<file path="src/rtl/dbrk_pkg.sv">
package dbrk_pkg;

  typedef enum logic [1:0] {
    ST_IDLE,
    ST_TAGGED,
    ST_ARMED,
    ST_REQ
  } dbrk_state_e;

  localparam int unsigned CMP_W = 64;

  // Masked equality: a set bit in ign removes that bit from the compare.
  function automatic logic addr_hit(input logic [CMP_W-1:0] a,
                                    input logic [CMP_W-1:0] b,
                                    input logic [CMP_W-1:0] ign);
    return ((a ^ b) & ~ign) == '0;
  endfunction

endpackage

</file>
<file path="src/rtl/dbrk_fetch_match.sv">
module dbrk_fetch_match #(
  parameter int AW = 32,
  parameter int FW = 32,
  parameter int IW = 16
) (
  input  logic          clk,
  input  logic          rst_n,
  input  logic          if_valid,
  input  logic [AW-1:0] if_addr,
  input  logic [AW-1:0] cfg_addr,
  input  logic [AW-1:0] cfg_mask,
  input  logic          cfg_fetch_en,
  output logic          hit,
  output logic [AW-1:0] hit_pc
);
  import dbrk_pkg::*;

  localparam int NSLOT      = FW / IW;
  localparam int SLOT_BYTES = IW / 8;
  localparam int WORD_BYTES = FW / 8;
  localparam int LOW        = $clog2(WORD_BYTES);

  logic [AW-1:0]    word_base;
  logic [AW-1:0]    slot_pc [NSLOT];
  logic [NSLOT-1:0] slot_hit;
  logic [NSLOT-1:0] slot_sel;

  assign word_base = {if_addr[AW-1:LOW], {LOW{1'b0}}};

  for (genvar g = 0; g < NSLOT; g++) begin : g_slot
    assign slot_pc[g]  = word_base + AW'(g * SLOT_BYTES);
    assign slot_hit[g] = if_valid && cfg_fetch_en &&
                         addr_hit(CMP_W'(slot_pc[g]), CMP_W'(cfg_addr),
                                  CMP_W'(cfg_mask) | CMP_W'(SLOT_BYTES - 1));
  end

  // Lowest-addressed slot wins.
  always_comb begin
    slot_sel = '0;
    hit_pc   = '0;
    for (int i = NSLOT - 1; i >= 0; i--) begin
      if (slot_hit[i]) begin
        slot_sel = NSLOT'(1) << i;
        hit_pc   = slot_pc[i];
      end
    end
  end

  assign hit = |slot_hit;


  slot_onehot_chk: assert property (@(posedge clk) disable iff (!rst_n)
    $onehot0(slot_sel));


  fetch_gate_chk: assert property (@(posedge clk) disable iff (!rst_n)
    hit |-> (if_valid && cfg_fetch_en));

endmodule

</file>
<file path="src/rtl/dbrk_data_match.sv">
module dbrk_data_match #(
  parameter int AW   = 32,
  parameter int NMST = 3,
  parameter int MW   = 2
) (
  input  logic            clk,
  input  logic            rst_n,
  input  logic            da_valid,
  input  logic [AW-1:0]   da_addr,
  input  logic            da_write,
  input  logic [MW-1:0]   da_master,
  input  logic [AW-1:0]   cfg_addr,
  input  logic [AW-1:0]   cfg_mask,
  input  logic            cfg_read_en,
  input  logic            cfg_write_en,
  input  logic [NMST-1:0] cfg_master_en,
  output logic            hit
);
  import dbrk_pkg::*;

  logic master_ok;
  logic type_ok;
  logic addr_ok;

  always_comb begin
    master_ok = 1'b0;
    for (int i = 0; i < NMST; i++) begin
      if (da_master == MW'(i) && cfg_master_en[i]) master_ok = 1'b1;
    end
  end

  assign type_ok = da_write ? cfg_write_en : cfg_read_en;
  assign addr_ok = addr_hit(CMP_W'(da_addr), CMP_W'(cfg_addr), CMP_W'(cfg_mask));
  assign hit     = da_valid && type_ok && master_ok && addr_ok;


  master_range_chk: assert property (@(posedge clk) disable iff (!rst_n)
    hit |-> (int'(da_master) < NMST));

endmodule

</file>
<file path="src/rtl/dbrk_boundary.sv">
module dbrk_boundary (
  input  logic clk,
  input  logic rst_n,
  input  logic ex_valid,
  input  logic ex_delay_slot,
  input  logic ex_blocks_irq,
  output logic accept_ok
);
  logic prev_blocks;

  always_ff @(posedge clk or negedge rst_n) begin
    if (!rst_n)        prev_blocks <= 1'b0;
    else if (ex_valid) prev_blocks <= ex_blocks_irq;
  end

  assign accept_ok = ex_valid && !ex_delay_slot && !prev_blocks;


  blocked_next_chk: assert property (@(posedge clk) disable iff (!rst_n)
    (ex_valid && ex_blocks_irq) |=> !accept_ok);

endmodule

</file>
<file path="src/rtl/dbrk_unit.sv">
module dbrk_unit #(
  parameter int AW   = 32,
  parameter int FW   = 32,
  parameter int IW   = 16,
  parameter int NMST = 3,
  localparam int MW  = (NMST > 1) ? $clog2(NMST) : 1
) (
  input  logic            clk,
  input  logic            rst_n,
  input  logic [AW-1:0]   cfg_addr,
  input  logic [AW-1:0]   cfg_mask,
  input  logic            cfg_fetch_en,
  input  logic            cfg_read_en,
  input  logic            cfg_write_en,
  input  logic [NMST-1:0] cfg_master_en,
  input  logic            if_valid,
  input  logic [AW-1:0]   if_addr,
  input  logic            da_valid,
  input  logic [AW-1:0]   da_addr,
  input  logic            da_write,
  input  logic [MW-1:0]   da_master,
  input  logic            ex_valid,
  input  logic [AW-1:0]   ex_pc,
  input  logic            ex_delay_slot,
  input  logic            ex_blocks_irq,
  input  logic            ex_flush,
  input  logic            brk_ack,
  output logic            brk_req,
  output logic [AW-1:0]   saved_pc
);
  import dbrk_pkg::*;

  dbrk_state_e   state;
  logic [AW-1:0] tag_pc;
  logic          f_hit;
  logic [AW-1:0] f_pc;
  logic          d_hit;
  logic          accept_ok;
  logic          tag_at_ex;

  dbrk_fetch_match #(.AW(AW), .FW(FW), .IW(IW)) i_fetch (
    .clk(clk), .rst_n(rst_n),
    .if_valid(if_valid), .if_addr(if_addr),
    .cfg_addr(cfg_addr), .cfg_mask(cfg_mask), .cfg_fetch_en(cfg_fetch_en),
    .hit(f_hit), .hit_pc(f_pc)
  );

  dbrk_data_match #(.AW(AW), .NMST(NMST), .MW(MW)) i_data (
    .clk(clk), .rst_n(rst_n),
    .da_valid(da_valid), .da_addr(da_addr), .da_write(da_write),
    .da_master(da_master),
    .cfg_addr(cfg_addr), .cfg_mask(cfg_mask),
    .cfg_read_en(cfg_read_en), .cfg_write_en(cfg_write_en),
    .cfg_master_en(cfg_master_en),
    .hit(d_hit)
  );

  dbrk_boundary i_bound (
    .clk(clk), .rst_n(rst_n),
    .ex_valid(ex_valid), .ex_delay_slot(ex_delay_slot),
    .ex_blocks_irq(ex_blocks_irq),
    .accept_ok(accept_ok)
  );

  assign tag_at_ex = ex_valid && (ex_pc == tag_pc);

  always_ff @(posedge clk or negedge rst_n) begin
    if (!rst_n) begin
      state    <= ST_IDLE;
      tag_pc   <= '0;
      saved_pc <= '0;
    end else begin
      case (state)
        ST_IDLE: begin
          if (f_hit) begin
            state  <= ST_TAGGED;
            tag_pc <= f_pc;
          end else if (d_hit) begin
            state <= ST_ARMED;
          end
        end
        ST_TAGGED: begin
          if (ex_flush) begin
            state <= ST_IDLE;
          end else if (tag_at_ex) begin
            if (accept_ok) begin
              state    <= ST_REQ;
              saved_pc <= ex_pc;
            end else begin
              state <= ST_ARMED;
            end
          end
        end
        ST_ARMED: begin
          if (accept_ok) begin
            state    <= ST_REQ;
            saved_pc <= ex_pc;
          end
        end
        ST_REQ: begin
          if (brk_ack) state <= ST_IDLE;
        end
        default: state <= ST_IDLE;
      endcase
    end
  end

  assign brk_req = (state == ST_REQ);


  req_held_chk: assert property (@(posedge clk) disable iff (!rst_n)
    (brk_req && !brk_ack) |=> brk_req);


  req_clear_chk: assert property (@(posedge clk) disable iff (!rst_n)
    (brk_req && brk_ack) |=> !brk_req);


  pc_stable_chk: assert property (@(posedge clk) disable iff (!rst_n)
    (brk_req && !brk_ack) |=> $stable(saved_pc));


  rise_pc_chk: assert property (@(posedge clk) disable iff (!rst_n)
    $rose(brk_req) |-> (saved_pc == $past(ex_pc)));


  rise_not_slot_chk: assert property (@(posedge clk) disable iff (!rst_n)
    $rose(brk_req) |-> $past(ex_valid && !ex_delay_slot));

endmodule

</file>
<file path="config.mk">
export PLATFORM = sky130hd
export DESIGN_NAME = dbrk_unit
export DESIGN_NICKNAME = d
export VERILOG_FILES = /design/src/rtl/dbrk_pkg.sv /design/src/rtl/dbrk_fetch_match.sv /design/src/rtl/dbrk_data_match.sv /design/src/rtl/dbrk_boundary.sv /design/src/rtl/dbrk_unit.sv
export SDC_FILE = /design/constraint.sdc
export NUM_CORES = 1
export LEC_CHECK = 0
export ABC_AREA = 1
export BUFFER_PORTS_ARGS = -buffer_cell sky130_fd_sc_hd__clkbuf_2
export CORE_MARGIN = 2
export CORE_UTILIZATION = 35
export DETAILED_ROUTE_END_ITERATION = 16
export SLEW_MARGIN = 20
export SYNTH_ARGS = -nofsm -noshare
export SYNTH_HDL_FRONTEND = slang
export SYNTH_SLANG_ARGS = --single-unit
</file>
<file path="constraint.sdc">
create_clock -name clk -period 1.8 [get_ports clk]
set_input_delay 0.18 -clock clk [delete_from_list [all_inputs] [get_ports clk]]
set_output_delay 0.18 -clock clk [all_outputs]
set_load 0.02 [all_outputs]
</file>
==> impl_results.md, run 1 <==
* Syn_area_per_cell at 5.88 um2
* Placed standard-cell area at 0.00593 mm2
* #FFs+latches synth at 66
* Synthesized cell area at 0.00470 mm2
* Vias in the first global route at 4449
* Final setup margin at 0.0925 ns
* Pwr Density at 981 mW/mm2
* Final Hold Viols at 0
* Remaining antenna violation count after routing at 0
* Final Cycle Share at 0.949
* Clk buf depth at 2
* Worst-path clk slew at 0.05 ns
* Starting Density at 0.356
* Clock skew at 0.00524 ns
* Crit. End Element: register
* Synth unique cells at 21
* N_diodes at 0
* Max cap viols at 0
* Gr ovfl total at 0
* Die area at 0.0144 mm2
* RSZ-0062 raised after global routing: true
* Arrival time of the worst setup path at 1.97 ns
* DR iter-0 viols at 228
* Layout Nets at 1199
* H-tree Lvls at 3
* Largest net degree at the start of global routing at 67
* WS Path Type: register to register
* Status: finished clean
* WHS at 0.0709 ns
* Leak at 4.07 nW
* Die Y at 120 um
* GPL Wtd Cong at 0.854
* Design area at 0.00642 mm2
* Vias per std cell at 4.26
* Sequential-to-total area share from yosys stat at 0.352
* First-pass GRT wire length at 20900 um
* TritonCTS clock tree: yes
* Reg area at 0.00165 mm2
* Peak Freq at 0.586 GHz
* Post-synthesis net count at 977
* Peak VDD IR at 0.000539 V
* Startpoint types: register
* Fraction of layout cells with a size suffix above 1 at 0.250
* Routed wire length at 13400 um
* Final TNS setup at 0 ns
* Crit path required time at 2.07 ns
* IO Pins at 211
* Post-Synthesis Cells at 799
* Core area at 0.0132 mm2
* Initial antenna violation count at 0
* Vias at 5120
* Die Wd at 120 um
* Post-route DRC at 0
* Setup Viol. Count Final at 0
* DP Wirelength at 10700 um
* Multi-input gate area at 0.00246 mm2
* Post-route total power at 6.30 mW
* Area delta synth->final at 36.6%
* Fill count at 1436
* Wirelength per Cell at 11.2 um
* Most common library cell in the layout ignoring fill and taps: nand2_1
* Most frequent cells in the layout: 319 x nand2_1, 207 x clkbuf_2, 147 x inv_1
* Slew headroom at 0.747
* Sink Count at 66
* Worst-Skew Late Latency at 0.33 ns
* HP Class: input port to register
* Worst slack, placed at 0.0265 ns
* CTS root buf: clkbuf_16
* Crit Path Max Fanout at 8
* IO Port Bufs at 208
* First drt pass iteration count at 5
* Tmin final at 1.71 ns
* Rows at 42
* Total GRT Usage at 0.183
* Yosys warns at 0
* Actual slew at the worst max-slew pin at 0.377 ns
* Final Max Tran Viols at 0
* CTS Buf Count at 9
==> report_power, final <==
part           leakage, nW  internal, mW  switching [mW]
Sequential           0.837          1.87           0.229
Combinational         3.08         0.961            1.53
Clock                0.152          1.12           0.587
==> cells in the mapped netlist <==
cell type	instances	share of area
nand2_1	322	0.26
inv_1	147	0.12
nor2_1	103	0.082
nand3_1	81	0.086
dfrtp_1	66	0.35
o21ai_0	37	0.039
xor2_1	9	0.017
a21oi_1	5	0.0053
buf_4	5	0.0080
buf_6	4	0.0096
buf_2	3	0.0032
nor2_2	3	0.0040
clkbuf_1	2	0.0016
inv_2	2	0.0016
nand2_2	2	0.0027
nand2_4	2	0.0048
nand4_1	2	0.0027
a21oi_2	1	0.0019
clkbuf_2	1	0.0011
nand3b_1	1	0.0016
nor3_1	1	0.0011
==> final cells by class <==
type | count | area share
clock buffer | 15 | 0.0464
tap | 176 | 0.0343
timing repair buffer | 224 | 0.191
inverter | 149 | 0.0872
sequential | 66 | 0.257
multi-input combinational | 571 | 0.383
clock inverter | 1 | 0.000780
==> logic make-up (layout without fill, tap and decap cells) <==
| logic type | Yosys count | in the layout | synth area share |
|---|---|---|---|
| xor+xnor | 9 | 9 | 0.0168 |
| buf+inv | 164 | 389 | 0.142 |
| compound gates | 43 | 43 | 0.0466 |
| simple gates | 517 | 519 | 0.443 |
| flops | 66 | 66 | 0.352 |
==> worst paths after layout <==
kind / from / slack, ns / to / cells after the start
min in group asynchronous: rst_n / 0.40 / tag_pc[25] / 3
max in group asynchronous: rst_n / 1.13 / saved_pc[9] / 3
setup / recovery: tag_pc[27] / 0.09 / saved_pc[10] / 11
hold reg to reg: saved_pc[20] / 0.47 / saved_pc[20] / 2
setup reg to reg: tag_pc[27] / 0.09 / saved_pc[10] / 11
hold / removal: ex_blocks_irq / 0.07 / i_bound.prev_blocks / 3
==> through the flow <==
step,utilization,std cells
floorplan,-,799
global placement,0.449,1175
detailed placement,0.449,1175
CTS,0.473,1192
global route,0.487,1202
finish,0.487,1202
==> routing by layer <==
layer  global-route usage  vias to the layer above  wire [um]
li1                     -                     2843          -
met1                0.258                     2112       6500
met2                0.279                      147       5980
met3               0.0342                       18        718
met4               0.0647                        0        235
met5                    0                        -          0
==> critical path: stages (launching register included) <==
cell and delay, ns:
dfrtp_1 0.38, xor2_1 0.16, nor2_1 0.14, nand2_1 0.08, nor2_2 0.09, nand2_1 0.06
nor2_2 0.14, nand2_2 0.10, nand2_8 0.17, clkbuf_16 0.18, nand3_1 0.07, nand2_1 0.07
==> registers in the layout (all words and copies together), names as in the netlist <==
register / count
saved_pc: 32
i_bound.prev_blocks: 1
state: 2
tag_pc: 31
==> repair_timing <==
item | 4_1_cts | 5_1_grt
hold buffers | 1 | 0
hold endpoints to repair | 66 | 0
buffers inserted | 0 | 5
endpoints found under the setup margin | 0 | 32
gates resized for setup | 0 | 11
(Power assumes the default switching activity.)
==> run 2, diff against run 1 <==
--- a/config.mk
+++ b/config.mk
@@ -14,3 +14,4 @@
 export SYNTH_ARGS = -nofsm -noshare
 export SYNTH_HDL_FRONTEND = slang
 export SYNTH_SLANG_ARGS = --single-unit
+export TNS_END_PERCENT = 100
==> constraint.sdc (replaced) <==
create_clock -name clk -period 1.6 [get_ports clk]
set_input_delay 0.16 -clock clk [delete_from_list [all_inputs] [get_ports clk]]
set_output_delay 0.16 -clock clk [all_outputs]
set_load 0.02 [all_outputs]
==> run 2 against run 1 <==
Net effect: the flow now finishes with violations (negative setup slack); count of clock-buffer cells in the layout did not move; first-iteration DRC count grew 8.3%; worst setup slack got worse by 0.30 ns; sequential share of layout area decreased by 0.82 points; global-route usage increased by 0.66 points; cell area up 3.3%; total power up 11%; sequential power increased by 13%; critical path type unchanged; largest power group unchanged.
==> impl_results.md, run 2 (same netlist as run 1, synthesis figures left out) <==
* WS Path Type: register to register
* Design area at 0.00663 mm2
* Max cap viols at 0
* Final Max Tran Viols at 0
* Post-route DRC at 0
* Vias in the first global route at 4722
* First-pass GRT wire length at 21800 um
* Area delta synth->final at 41.1%
* H-tree Lvls at 3
* Clk buf depth at 2
* Vias per std cell at 4.26
* CTS Buf Count at 9
* CTS root buf: clkbuf_16
* Core area at 0.0132 mm2
* Final setup margin at -0.207 ns
* Reg with most FFs: saved_pc
* IO Pins at 211
* Rows at 42
* Worst-path clk slew at 0.05 ns
* DP Wirelength at 11000 um
* Setup Viol. Count Final at 34
* Finished Core Util at 0.502
* Layout Nets at 1226
* Fraction of layout cells with a size suffix above 1 at 0.265
* Internal Dissipation at 4.31 mW
* Tmin final at 1.81 ns
* Remaining antenna violation count after routing at 0
* Peak Freq at 0.553 GHz
* Crit. End Element: register
* Part of the power in registers at 0.339
* Gr ovfl total at 0
* Arrival time of the worst setup path at 2.07 ns
* Combinational share of power at 0.422
* Most common library cell in the layout ignoring fill and taps: nand2_1
* Initial antenna violation count at 0
* Placed Cells at 1202
* Leak at 4.19 nW
* DR iter-0 viols at 247
* Die Y at 120 um
* TritonCTS clock tree: yes
* Crit path required time at 1.86 ns
* Sink Count at 66
* Hold Path Cell Cnt at 3
* Clock skew at 0.00473 ns
* Sw Ratio at 0.385
* Starting Density at 0.356
* Final cell count without fillers at 1228
* Die area at 0.0144 mm2
* Wirelength per Cell at 11.2 um
* Total GRT Usage at 0.189
* Most frequent cells in the layout: 319 x nand2_1, 207 x clkbuf_2, 147 x inv_1
* N_diodes at 0
* Vias at 5231
* RSZ-0062 raised after global routing: true
* HP Class: input port to register
* Crit Path Max Fanout at 6
* Actual slew at the worst max-slew pin at 0.459 ns
* Pwr Density at 1060 mW/mm2
* Worst reg-to-reg path cell count at 12
* Startpoint types: register
* Routed wire length at 13800 um
* IO Port Bufs at 208
* Clock power frac at 0.239
* Number of flip-flops in the largest register at 32
* Sw Pwr at 2.70 mW
* Placed standard-cell area at 0.00615 mm2
* GPL Wtd Cong at 0.874
* Slew headroom at 0.693
* Die Wd at 120 um
* Final Hold Viols at 0
* Status: finished with violations
* Failing checks: negative setup slack
* Final Cycle Share at 1.13
* Worst-Skew Late Latency at 0.33 ns
* Largest net degree at the start of global routing at 67
* First drt pass iteration count at 8
* Biggest regs: saved_pc: 32 flops, tag_pc: 31 flops, state: 2 flops
* Peak VDD IR at 0.000568 V
-- run 2: cell count changes in the layout (fill, tap and decap cells not counted), sizes merged --
cell    change
buf        +26
clkinv      -1
nand2       +1
-- run 2: worst max-delay path, cell delays in order, from the launching register on --
cell	delay [ns]
dfrtp_1	0.40
nor2_1	0.11
nor2_1	0.05
nor2_1	0.10
nand2_1	0.09
nor2_1	0.13
nand2_1	0.09
nor2_2	0.19
nand2_4	0.12
nand2_8	0.15
clkbuf_16	0.16
nand3_1	0.07
nand2_1	0.07
-- run 2: path summary, 6_finish.rpt --
kind | start | to | slack (ns)
worst max-delay path | tag_pc[5] | saved_pc[19] | -0.21
worst min-delay path | ex_blocks_irq | i_bound.prev_blocks | 0.05
worst max register to register | tag_pc[5] | saved_pc[19] | -0.21
worst min register to register | saved_pc[20] | saved_pc[20] | 0.46
max in group asynchronous | rst_n | saved_pc[5] | 0.93
min in group asynchronous | rst_n | tag_pc[26] | 0.38
-- run 2: metrics by stage --
stage	setup WS [ns]	power (mW)	hold WS, ns	setup TNS [ns]
after detailed placement	-0.162	4.91	0.208	-4.74
final	-0.207	7.01	0.0474	-5.77
after global placement	-0.120	4.87	0.205	-3.72
after global routing	-0.320	7.48	0.0507	-9.94
after floorplan	0.112	3.90	-0.136	0
after CTS	-0.113	6.62	0.0375	-3.19
-- run 2: final cells by class --
cell class,instances,area (um2)
clock buffer,15,248
multi-input combinational,572,2500
tap,176,220
inverter,149,559
timing repair buffer,250,1450
fill,1416,6560
sequential,66,1650
-- run 2: repair_timing --
action / CTS / global route
pin swaps: 0 / 12
resized for setup: 1 / 17
endpoints found under the setup margin: 32 / 34
gates cloned: 0 / 7
hold buffers: 1 / 0
endpoints found under the hold margin: 66 / 0
setup buffers: 0 / 4
-- run 2: metal layers --
metal  vias to the layer above  track usage  part of all wire
met5                         -            0                 0
met2                       146        0.297              0.46
li1                       2882            -                 -
met4                         0       0.0544             0.018
met3                        19       0.0333             0.050
met1                      2184        0.268              0.48
-- run 2: power by group through the flow --
stage | Combinational (mW) | Sequential (mW) | Clock, mW
after floorplan | 1.04 | 2.86 | 0
after global routing | 3.26 | 2.43 | 1.79
after detailed placement | 2.52 | 2.39 | 0
after CTS | 2.54 | 2.37 | 1.70
after global placement | 2.47 | 2.40 | 0
final | 2.96 | 2.37 | 1.68
